File: config.mk
export PLATFORM = sky130hd
export DESIGN_NAME = pause_wm_ctrl
export DESIGN_NICKNAME = d
export VERILOG_FILES = /design/src/rtl/pwm_pkg.sv /design/src/rtl/pwm_thr_cmp.sv /design/src/rtl/pwm_regs.sv /design/src/rtl/pwm_req_seq.sv /design/src/rtl/pause_wm_ctrl.sv
export SDC_FILE = /design/constraint.sdc
export NUM_CORES = 1
export LEC_CHECK = 0
export BUFFER_PORTS_ARGS = -buffer_cell sky130_fd_sc_hd__buf_2
export CORE_MARGIN = 1
export CORE_UTILIZATION = 48
export DETAILED_ROUTE_END_ITERATION = 7
export GPL_TIMING_DRIVEN = 0
export PLACE_DENSITY = 0.84
export SYNTH_ARGS = -nofsm -noshare
export SYNTH_HDL_FRONTEND = slang
export SYNTH_SLANG_ARGS = --single-unit
export TNS_END_PERCENT = 5
File: constraint.sdc
create_clock -name clk -period 3.1 [get_ports clk]
set_input_delay 0.93 -clock clk [delete_from_list [all_inputs] [get_ports clk]]
set_output_delay 0.93 -clock clk [all_outputs]
set_load 0.02 [all_outputs]
File: src/rtl/pwm_pkg.sv
// Package pwm_pkg
// Shared types and register field positions for the pause flow controller.
// Assumes an 8-bit register window with two registers.
package pwm_pkg;

    // Control register bit positions
    localparam int unsigned CB_AUTO_EN  = 0;
    localparam int unsigned CB_FC_EN    = 1;
    localparam int unsigned CB_MAN_ZERO = 2;
    localparam int unsigned CB_MAN_MAX  = 3;
    localparam int unsigned CB_RX_SEEN  = 4;
    localparam int unsigned CB_RX_LIVE  = 5;

    // Origin of the request currently held
    typedef enum logic [1:0] {
        SRC_MAN_MAX   = 2'd0,
        SRC_MAN_ZERO  = 2'd1,
        SRC_AUTO_MAX  = 2'd2,
        SRC_AUTO_ZERO = 2'd3
    } req_src_t;

    // Hysteresis state of the watermark logic
    typedef enum logic {
        WM_WATCH = 1'b0,
        WM_ARMED = 1'b1
    } wm_state_t;

endpackage

File: src/rtl/pwm_thr_cmp.sv
// Module pwm_thr_cmp
// Compares a byte count against a threshold given in 2**UNIT_LOG2-byte units.
// ABOVE=0 flags count < threshold, ABOVE=1 flags count > threshold.
// Assumes purely combinational use; the caller registers the result.
module pwm_thr_cmp #(
    parameter int unsigned FREE_W    = 15,
    parameter int unsigned THR_W     = 4,
    parameter int unsigned UNIT_LOG2 = 10,
    parameter bit          ABOVE     = 1'b0
) (
    input  logic [FREE_W-1:0] count,
    input  logic [THR_W-1:0]  thr,
    output logic              hit
);
    localparam int unsigned TB_W  = THR_W + UNIT_LOG2;
    localparam int unsigned CMP_W = ((FREE_W > TB_W) ? FREE_W : TB_W) + 1;

    logic [CMP_W-1:0] cnt_ext;
    logic [CMP_W-1:0] thr_ext;

    // Widen both operands to a common width
    always_comb begin
        cnt_ext = CMP_W'(count);
        thr_ext = CMP_W'({thr, {UNIT_LOG2{1'b0}}});
    end

    generate
        if (ABOVE) begin : g_above
            // Strictly greater than the threshold
            always_comb hit = (cnt_ext > thr_ext);
        end else begin : g_below
            // Strictly less than the threshold
            always_comb hit = (cnt_ext < thr_ext);
        end
    endgenerate
endmodule

File: src/rtl/pwm_regs.sv
// Module pwm_regs
// Control and threshold registers. Manual pause bits are set by writing 1 and
// cleared by completion pulses. The received-pause flag is sticky and clears on
// a read of the control register. Assumes 2*THR_W <= 8.
module pwm_regs
    import pwm_pkg::*;
#(
    parameter int unsigned THR_W  = 4,
    parameter int unsigned HI_DEF = 3,
    parameter int unsigned LO_DEF = 8
) (
    input  logic             clk,
    input  logic             rst_n,
    input  logic             reg_wr,
    input  logic             reg_rd,
    input  logic             reg_sel,
    input  logic [7:0]       reg_wdata,
    output logic [7:0]       reg_rdata,
    input  logic             done_man_max,
    input  logic             done_man_zero,
    input  logic             rx_pause_rcvd,
    input  logic             rx_pause_active,
    output logic             auto_en,
    output logic             fc_en,
    output logic             man_max_pend,
    output logic             man_zero_pend,
    output logic [THR_W-1:0] hi_thr,
    output logic [THR_W-1:0] lo_thr
);
    localparam int unsigned LO_POS = 4;

    logic wr_ctrl, wr_thr, rd_ctrl;
    logic rx_seen;

    // Decode register strobes
    always_comb begin
        wr_ctrl = reg_wr && !reg_sel;
        wr_thr  = reg_wr &&  reg_sel;
        rd_ctrl = reg_rd && !reg_sel;
    end

    // Enable bits follow writes
    always_ff @(posedge clk) begin
        if (!rst_n) begin
            auto_en <= 1'b0;
            fc_en   <= 1'b0;
        end else if (wr_ctrl) begin
            auto_en <= reg_wdata[CB_AUTO_EN];
            fc_en   <= reg_wdata[CB_FC_EN];
        end
    end

    // Manual max pause bit: write-1 set, completion clear
    always_ff @(posedge clk) begin
        if (!rst_n)                                  man_max_pend <= 1'b0;
        else if (wr_ctrl && reg_wdata[CB_MAN_MAX])   man_max_pend <= 1'b1;
        else if (done_man_max)                       man_max_pend <= 1'b0;
    end

    // Manual zero pause bit: write-1 set, completion clear
    always_ff @(posedge clk) begin
        if (!rst_n)                                  man_zero_pend <= 1'b0;
        else if (wr_ctrl && reg_wdata[CB_MAN_ZERO])  man_zero_pend <= 1'b1;
        else if (done_man_zero)                      man_zero_pend <= 1'b0;
    end

    // Sticky received-pause flag, a new event wins over the read clear
    always_ff @(posedge clk) begin
        if (!rst_n)             rx_seen <= 1'b0;
        else if (rx_pause_rcvd) rx_seen <= 1'b1;
        else if (rd_ctrl)       rx_seen <= 1'b0;
    end

    // Watermark thresholds
    always_ff @(posedge clk) begin
        if (!rst_n) begin
            hi_thr <= THR_W'(HI_DEF);
            lo_thr <= THR_W'(LO_DEF);
        end else if (wr_thr) begin
            hi_thr <= reg_wdata[THR_W-1:0];
            lo_thr <= reg_wdata[LO_POS +: THR_W];
        end
    end

    // Read data multiplexer
    always_comb begin
        reg_rdata = '0;
        if (!reg_sel) begin
            reg_rdata[CB_AUTO_EN]  = auto_en;
            reg_rdata[CB_FC_EN]    = fc_en;
            reg_rdata[CB_MAN_ZERO] = man_zero_pend;
            reg_rdata[CB_MAN_MAX]  = man_max_pend;
            reg_rdata[CB_RX_SEEN]  = rx_seen;
            reg_rdata[CB_RX_LIVE]  = rx_pause_active;
        end else begin
            reg_rdata[THR_W-1:0]       = hi_thr;
            reg_rdata[LO_POS +: THR_W] = lo_thr;
        end
    end
endmodule

File: src/rtl/pwm_req_seq.sv
// Module pwm_req_seq
// Holds the single outstanding pause request and the watermark hysteresis state.
// Order of service: manual max, manual zero, automatic. Assumes pause_ack is
// only meaningful while pause_req is high.
module pwm_req_seq
    import pwm_pkg::*;
#(
    parameter int unsigned TIME_W = 16
) (
    input  logic              clk,
    input  logic              rst_n,
    input  logic              auto_en,
    input  logic              man_max_pend,
    input  logic              man_zero_pend,
    input  logic              below_hi,
    input  logic              above_lo,
    input  logic              pause_ack,
    output logic              pause_req,
    output logic [TIME_W-1:0] pause_time,
    output logic              done_man_max,
    output logic              done_man_zero
);
    logic      req_q;
    req_src_t  src_q;
    wm_state_t wm_q;
    logic      issue;
    req_src_t  issue_src;
    logic      acked;

    // Choose the next request when the slot is free
    always_comb begin
        issue     = 1'b0;
        issue_src = SRC_MAN_MAX;
        if (!req_q) begin
            if (man_max_pend) begin
                issue = 1'b1; issue_src = SRC_MAN_MAX;
            end else if (man_zero_pend) begin
                issue = 1'b1; issue_src = SRC_MAN_ZERO;
            end else if (auto_en && wm_q == WM_WATCH && below_hi) begin
                issue = 1'b1; issue_src = SRC_AUTO_MAX;
            end else if (auto_en && wm_q == WM_ARMED && above_lo) begin
                issue = 1'b1; issue_src = SRC_AUTO_ZERO;
            end
        end
    end

    // Completion of the held request
    always_comb begin
        acked         = req_q && pause_ack;
        done_man_max  = acked && src_q == SRC_MAN_MAX;
        done_man_zero = acked && src_q == SRC_MAN_ZERO;
    end

    // Request slot: load on issue, release on acknowledge
    always_ff @(posedge clk) begin
        if (!rst_n) begin
            req_q <= 1'b0;
            src_q <= SRC_MAN_MAX;
        end else if (acked) begin
            req_q <= 1'b0;
        end else if (issue) begin
            req_q <= 1'b1;
            src_q <= issue_src;
        end
    end

    // Hysteresis: arm after an automatic max, disarm after the release
    always_ff @(posedge clk) begin
        if (!rst_n)
            wm_q <= WM_WATCH;
        else if (acked && src_q == SRC_AUTO_MAX)
            wm_q <= WM_ARMED;
        else if (acked && src_q == SRC_AUTO_ZERO)
            wm_q <= WM_WATCH;
    end

    // Drive the transmitter-facing request
    always_comb begin
        pause_req  = req_q;
        pause_time = (src_q == SRC_MAN_MAX || src_q == SRC_AUTO_MAX) ? '1 : '0;
        if (!req_q) pause_time = '0;
    end
endmodule

File: src/rtl/pause_wm_ctrl.sv
// Module pause_wm_ctrl
// Top of the watermark pause frame flow controller: registers, two threshold
// comparators and the request sequencer. Assumes free_bytes is synchronous to
// clk and that the transmitter acknowledges each request exactly once.
module pause_wm_ctrl #(
    parameter int unsigned FREE_W    = 15,
    parameter int unsigned THR_W     = 4,
    parameter int unsigned UNIT_LOG2 = 10,
    parameter int unsigned TIME_W    = 16,
    parameter int unsigned HI_DEF    = 3,
    parameter int unsigned LO_DEF    = 8
) (
    input  logic              clk,
    input  logic              rst_n,
    input  logic [FREE_W-1:0] free_bytes,
    input  logic              reg_wr,
    input  logic              reg_rd,
    input  logic              reg_sel,
    input  logic [7:0]        reg_wdata,
    output logic [7:0]        reg_rdata,
    output logic              pause_req,
    output logic [TIME_W-1:0] pause_time,
    input  logic              pause_ack,
    input  logic              rx_pause_rcvd,
    input  logic              rx_pause_active,
    output logic              tx_hold
);
    logic             auto_en, fc_en, man_max_pend, man_zero_pend;
    logic [THR_W-1:0] hi_thr, lo_thr;
    logic             below_hi, above_lo;
    logic             done_man_max, done_man_zero;

    pwm_regs #(
        .THR_W (THR_W),
        .HI_DEF(HI_DEF),
        .LO_DEF(LO_DEF)
    ) u_regs (
        .clk            (clk),
        .rst_n          (rst_n),
        .reg_wr         (reg_wr),
        .reg_rd         (reg_rd),
        .reg_sel        (reg_sel),
        .reg_wdata      (reg_wdata),
        .reg_rdata      (reg_rdata),
        .done_man_max   (done_man_max),
        .done_man_zero  (done_man_zero),
        .rx_pause_rcvd  (rx_pause_rcvd),
        .rx_pause_active(rx_pause_active),
        .auto_en        (auto_en),
        .fc_en          (fc_en),
        .man_max_pend   (man_max_pend),
        .man_zero_pend  (man_zero_pend),
        .hi_thr         (hi_thr),
        .lo_thr         (lo_thr)
    );

    pwm_thr_cmp #(
        .FREE_W(FREE_W), .THR_W(THR_W), .UNIT_LOG2(UNIT_LOG2), .ABOVE(1'b0)
    ) u_cmp_hi (
        .count(free_bytes),
        .thr  (hi_thr),
        .hit  (below_hi)
    );

    pwm_thr_cmp #(
        .FREE_W(FREE_W), .THR_W(THR_W), .UNIT_LOG2(UNIT_LOG2), .ABOVE(1'b1)
    ) u_cmp_lo (
        .count(free_bytes),
        .thr  (lo_thr),
        .hit  (above_lo)
    );

    pwm_req_seq #(
        .TIME_W(TIME_W)
    ) u_seq (
        .clk          (clk),
        .rst_n        (rst_n),
        .auto_en      (auto_en),
        .man_max_pend (man_max_pend),
        .man_zero_pend(man_zero_pend),
        .below_hi     (below_hi),
        .above_lo     (above_lo),
        .pause_ack    (pause_ack),
        .pause_req    (pause_req),
        .pause_time   (pause_time),
        .done_man_max (done_man_max),
        .done_man_zero(done_man_zero)
    );

    // Received pause stops the local transmitter when enabled
    always_comb tx_hold = fc_en && rx_pause_active;
endmodule

==> impl_metrics.toml, run 1 <==
[synthesis]
postSynthNetCount = 171
synth-xor-area-share_pct = 0
synth.avg_cell_area_um2 = 8.46
synth_area_mm2 = 0.00112
post_synth_num_cell_types = 35
multiplexer_area_fraction_after_synthesis_pct = 7.79
synth_sequential_area_ratio_pct = 30.3
post_synth_fa_ha_maj_area_fraction_pct = 7.79
synth_warnings = 0
yosys.area_share.simple_pct = 24.0
synth_top_family_by_area = "simple AND/OR/NAND/NOR gates"
netlist_instances = 133
ys_seq_elements = 17
synth_compound_area_share_pct = 16.1

[sta]
slew_viol_final = 0
report.final.hold_viol_count = 0
layout_worst_path_cycle_share_pct = 92.2
finalClockSkew_ns = 0.00367
slew-limit-headroom_pct = 41.1
finalCriticalPeriod_ns = 2.86
final_setup_viols = 0
worst-slew-pin-transition_ns = 0.882
unrepaired_setup_endpoints_after_global_routing = "false"
timing.setup.tns_ns = 0
achievable-frequency_mhz = 350

[clocking]
insertion_delay_ns = 0.29
htree_num_levels = 1
clock-root-buffer = "clkbuf_4"
clk_pin_slew_ns = 0.10
cts_made_buffers = 3
cts.sink_count = 17
cts_tree = "done"
post_cts_resize_count = 0
clockBufferDepth = 2
postCtsHoldBufs = 0
cts.repair_timing.setup_buffer_count = 0

[placement]
post-dp-hpwl_um = 2200
place.port_buffers = 56
finalWeightedCongestion = 0.857

[status]
outcome = "finished, final reports clean"

[global_routing]
maximum_number_of_pins_on_one_net_before_global_route_repair = 17
grtUsageTotal_pct = 22.6
grt_first_pass_wirelength_um = 4350
initial_antenna_violation_count = 0
grt_pass1_vias = 1022
overflow_left_after_global_routing = 0

[worst_setup_path]
timing.critical_path.arrival_ns = 1.93
cp-end-kind = "output port"
path_common_cell = "buf_2"
critPathMaxStageDelay_ns = 0.73
r2r-end = "u_seq.src_q[0]"
worst-path-max-fanout = 16
r2r_start = "u_regs.lo_thr[2]"
timing.critical_path.slowest_stage_cell = "nor2b_1"
rrSetupSlack_ns = 1.39
worst-setup-path-type = "register to output port"
worst_setup_path_start_kind = "register"
critical_path_required_ns = 2.17
timing.critical_path.cells = "buf_2 > nor2b_1 > buf_4 > buf_2"
number_of_cells_on_the_worst_reg_to_reg_path = 7

[cells_and_area]
num_antenna_cells = 0
drive_gt1_share_pct = 46.1
num-fill-cells = 201
design.final.nets = 232
syn_to_final_growth_pct = 30.4

[drt]
via_count = 1114
dr.pass1.iters = 5
drt-vias-per-instance = 5.04
drt_wl_total_um = 2700
drc_errors = 0
detail-route-antenna-nets = 0
wire_per_inst_um = 12.2
first_iter_violations = 10

[power]
p_total_uw = 556
power_per_cell_area_mw_per_mm2 = 379
power.ir.vdd_worst_mv = 0.291
cellLeakagePower_uw = 0.000758

[floorplan]
height_of_the_chip_um = 50.4
design.portCount = 57
floorplan.rows = 17
design.die.area_mm2 = 0.00254
fp.dieW_um = 50.4
fp.coreArea_mm2 = 0.00221
initial_core_utilization_pct = 50.8

[flow_run]
maxCapViolCount = 0

[worst_hold_path]
hold_start = "u_regs.lo_thr[1]"
timing.hold.worst.class = "register to register"
holdPathEnd = "u_regs.lo_thr[1]"
whs_path_depth = 2
==> worst max-delay path, delay by kind of cell, from the launching register on <==
kind                   cells  cell delay, ns
DFF                        1            0.33
buffers and inverters      3            0.57
and+or+nand+nor            1            0.73
==> per-layer routing <==
metal | vias up | share of wire, % | track usage, %
met5 | - | 0 | 0
met4 | 0 | 2.0 | 8.80
met3 | 6 | 6.3 | 3.64
met2 | 46 | 50 | 41.3
met1 | 493 | 42 | 25.9
li1 | 569 | - | -
==> how the worst max path moves through the flow <==
| stage | start | end | cells past startpoint |
|---|---|---|---|
| floorplan | u_seq.pause_req | pause_time[10] | 3 |
| global placement | reg_sel | reg_rdata[3] | 4 |
| detailed placement | reg_sel | reg_rdata[2] | 4 |
| CTS | u_seq.pause_req | pause_time[14] | 4 |
| global route | u_seq.pause_req | pause_time[9] | 4 |
| finish | u_seq.pause_req | pause_time[9] | 4 |
==> kinds of logic (layout without fill, tap and decap cells) <==
group	Yosys count	count (layout)
flip-flops	17	17
AND/OR/NAND/NOR	49	49
adder cells (fa/ha/maj)	7	7
buffers and inverters	26	86
AO/OA/AOI/OAI	26	26
multiplexers	8	8
==> metrics by stage <==
step	utilization, %	instance area (µm²)	hold slack (ns)	std cells	worst slack, ns
global placement	65.1	1440	0.463	217	0.414
CTS	66.3	1470	0.489	221	0.190
floorplan	-	1120	0.452	133	0.405
detailed placement	65.1	1440	0.475	217	0.398
finish	66.3	1470	0.486	221	0.242
global route	66.3	1470	0.528	221	0.0503
==> flip-flops by register name, summed over array words and instances, names as in the netlist <==
signal / flops
u_regs.auto_en: 1
u_regs.fc_en: 1
u_regs.hi_thr: 4
u_regs.lo_thr: 4
u_regs.man_max_pend: 1
u_regs.man_zero_pend: 1
u_regs.rx_seen: 1
u_seq.pause_req: 1
u_seq.src_q: 2
u_seq.wm_q: 1
==> cell type report <==
class	count	area (µm²)	area share, %
Buffer	19	131	8.96
Clock buffer	4	26.3	1.79
Inverter	7	26.3	1.79
Multi-Input combinational cell	90	627	42.7
Sequential cell	17	340	23.2
Tap cell	28	35.0	2.39
Timing Repair Buffer	56	280	19.1
==> where the power goes <==
part | switching (µW) | leakage, µW | internal, µW | total, µW
combinational | 105 | 0.000604 | 92.1 | 197
sequential | 9.73 | 0.000139 | 230 | 240
clock | 69.1 | 0.0000150 | 50.1 | 119
==> synthesized netlist by cell type <==
cell,n,area [µm²]
buf_2,3,15.0
nor3_1,1,5.00
a21oi_1,6,30.0
o21ai_1,2,10.0
nor3b_1,1,7.51
mux2i_1,2,20.0
a41oi_1,1,8.76
inv_1,7,26.3
o21a_2,1,8.76
and3_1,1,6.26
nand2b_1,4,25.0
nor4_2,1,12.5
nor4b_2,1,15.0
dfxtp_1,17,340
ha_1,7,87.6
and4b_1,1,10.0
mux2_2,6,67.6
nand2_1,21,78.8
buf_4,15,113
clkbuf_1,1,3.75
nand3_1,1,5.00
o211ai_1,2,15.0
nor4b_1,1,8.76
a31o_2,1,8.76
o21ai_0,1,5.00
nor2_1,3,11.3
nor2b_1,6,37.5
a21boi_0,7,52.6
nor4_1,1,6.26
and2_1,4,25.0
nor3_2,1,10.0
a211oi_2,1,12.5
o21a_1,1,7.51
o31ai_1,3,22.5
nand4_1,1,6.26
==> cell usage in the layout, fill, tap and decap left out, types with 2 or more instances in the layout <==
cell / netlist / final
and2_1: 4 / 4
buf_4: 15 / 15
mux2_2: 6 / 6
a21oi_1: 6 / 6
clkbuf_4: 0 / 3
inv_1: 7 / 7
o211ai_1: 2 / 2
nor2b_1: 6 / 6
ha_1: 7 / 7
nor2_1: 3 / 3
o31ai_1: 3 / 3
nand2_1: 21 / 21
mux2i_1: 2 / 2
clkbuf_1: 1 / 2
buf_2: 3 / 59
nand2b_1: 4 / 4
a21boi_0: 7 / 7
dfxtp_1: 17 / 17
o21ai_1: 2 / 2
(Power assumes the default switching activity.)
==> inputs of run 2 (changes only) <==
--- a/config.mk
+++ b/config.mk
@@ -7,5 +7,5 @@
 export LEC_CHECK = 0
 export BUFFER_PORTS_ARGS = -buffer_cell sky130_fd_sc_hd__buf_2
-export CORE_MARGIN = 1
+export CORE_MARGIN = 1.5
 export CORE_UTILIZATION = 48
 export DETAILED_ROUTE_END_ITERATION = 7
==> constraint.sdc (replaced) <==
create_clock -name clk -period 3.1 [get_ports clk]
set_input_delay 0.31 -clock clk [delete_from_list [all_inputs] [get_ports clk]]
set_output_delay 0.31 -clock clk [all_outputs]
set_load 0.02 [all_outputs]
==> impl_metrics.toml, run 2 (same netlist as run 1, synthesis figures left out) <==
[status]
outcome = "finished, final reports clean"

[sta]
report.final.hold_viol_count = 0
achievable-frequency_mhz = 447
finalCriticalPeriod_ns = 2.24
finalClockSkew_ns = 0.00608
final_setup_viols = 0
worst-slew-pin-transition_ns = 0.871
layout_worst_path_cycle_share_pct = 72.1
timing.setup.tns_ns = 0
unrepaired_setup_endpoints_after_global_routing = "false"
slew_viol_final = 0
timing.final.ws_setup_ns = 0.864
slew-limit-headroom_pct = 41.8

[global_routing]
overflow_left_after_global_routing = 0
grt_pass1_vias = 1057
maximum_number_of_pins_on_one_net_before_global_route_repair = 17
grtUsageTotal_pct = 21.8
grt_first_pass_wirelength_um = 4310
initial_antenna_violation_count = 0

[worst_setup_path]
critical_path_required_ns = 2.79
cp-end-kind = "output port"
critPathMaxStageDelay_ns = 0.72
r2r_start = "u_regs.lo_thr[2]"
worst-path-max-fanout = 16
crit_start = "u_seq.pause_req"
timing.critical_path.arrival_ns = 1.93
number_of_cells_on_the_worst_reg_to_reg_path = 7
worst_setup_path_start_kind = "register"
path_common_cell = "buf_2"
timing.critical_path.cells = "buf_2 > nor2b_1 > buf_4 > buf_2"
timing.critical_path.slowest_stage_cell = "nor2b_1"
worst-setup-path-type = "register to output port"

[clocking]
cts_made_buffers = 3
htree_num_levels = 1
clockBufferDepth = 2
cts.sink_count = 17
clock-root-buffer = "clkbuf_4"
post_cts_resize_count = 0
postCtsHoldBufs = 0
clk_pin_slew_ns = 0.10
cts_tree = "done"
insertion_delay_ns = 0.30
cts.repair_timing.setup_buffer_count = 0

[power]
power_per_cell_area_mw_per_mm2 = 380
power.ir.vdd_worst_mv = 0.279
power.share.sequential_pct = 43.1
switching_share_pct = 33.1
power.share.clock_pct = 21.6
cellLeakagePower_uw = 0.000758
share_comb_of_total_power_pct = 35.4
p_total_uw = 557
switching_power_uw = 185
cell_internal_pwr_uw = 372

[drt]
wire_per_inst_um = 12.1
detail-route-antenna-nets = 0
dr.pass1.iters = 4
drt_wl_total_um = 2680
via_count = 1117
drc_errors = 0
drt-vias-per-instance = 5.05
first_iter_violations = 12

[flow_run]
maxCapViolCount = 0

[cells_and_area]
design.final.nets = 232
syn_to_final_growth_pct = 30.4
layout_top_registers = "u_regs.hi_thr: 4 flops, u_regs.lo_thr: 4 flops, u_seq.src_q: 2 flops"
area_of_combinational_cells_with_multiple_inputs_um2 = 627
num-fill-cells = 186
num_antenna_cells = 0
layout.cells.most_common_list = "59 x buf_2, 21 x nand2_1, 17 x dfxtp_1"
drive_gt1_share_pct = 46.1
layout_commonest_cell = "buf_2"
layout.area.seq_um2 = 340

[floorplan]
fp.coreArea_mm2 = 0.00221
initial_core_utilization_pct = 50.8
design.portCount = 57
height_of_the_chip_um = 51.4
floorplan.rows = 17
fp.dieW_um = 51.4
design.die.area_mm2 = 0.00264

[worst_hold_path]
hold_start = "reg_wdata[0]"
whs_path_depth = 3
timing.hold.worst.class = "input port to register"

[placement]
finalWeightedCongestion = 0.891
place.port_buffers = 56
post-dp-hpwl_um = 2220
detailedPlace.worstSlack_ns = 1.16
==> run 2: layer usage <==
| metal | GRT usage, % | vias up | share of wire [%] |
|---|---|---|---|
| met3 | 4.68 | 8 | 8.5 |
| li1 | - | 564 | - |
| met1 | 23.0 | 494 | 40 |
| met5 | 0 | - | 0 |
| met2 | 39.3 | 51 | 49 |
| met4 | 12.7 | 0 | 2.5 |
==> run 2: cell type report <==
class | instances | area share, %
multi-input cells | 90 | 42.7
flip-flops and latches | 17 | 23.2
repair buffers | 56 | 19.1
plain buffers | 19 | 8.96
well taps | 28 | 2.39
clock buffers | 4 | 1.79
inverters | 7 | 1.79
==> run 2: power groups by stage <==
stage / clock network (µW) / logic, µW / registers (µW)
floorplan: 0 / 131 / 244
global placement: 0 / 189 / 244
detailed placement: 0 / 198 / 245
CTS: 123 / 199 / 240
global route: 131 / 215 / 242
finish: 120 / 197 / 240
==> run 2: worst max-delay path, delay by kind of cell (launching register included) <==
kind          cells  cell delay, ns
simple gates      1            0.72
buf+inv           3            0.58
flops             1            0.33
==> run 2: path summary, 6_finish.rpt <==
check,end,slack [ns]
setup / recovery,pause_time[11],0.86
hold / removal,u_regs.hi_thr[0],0.24
setup reg to reg,u_seq.src_q[0],1.39
hold reg to reg,u_regs.lo_thr[2],0.49
==> run 2: metrics by stage <==
step                instance area [µm²]  hold WS, ns  util (%)  std cells
global placement                   1440        0.466      65.1        217
global route                       1470        0.255      66.3        221
finish                             1470        0.238      66.3        221
detailed placement                 1440        0.475      65.1        217
CTS                                1470        0.235      66.3        221
floorplan                          1120        0.434         -        133
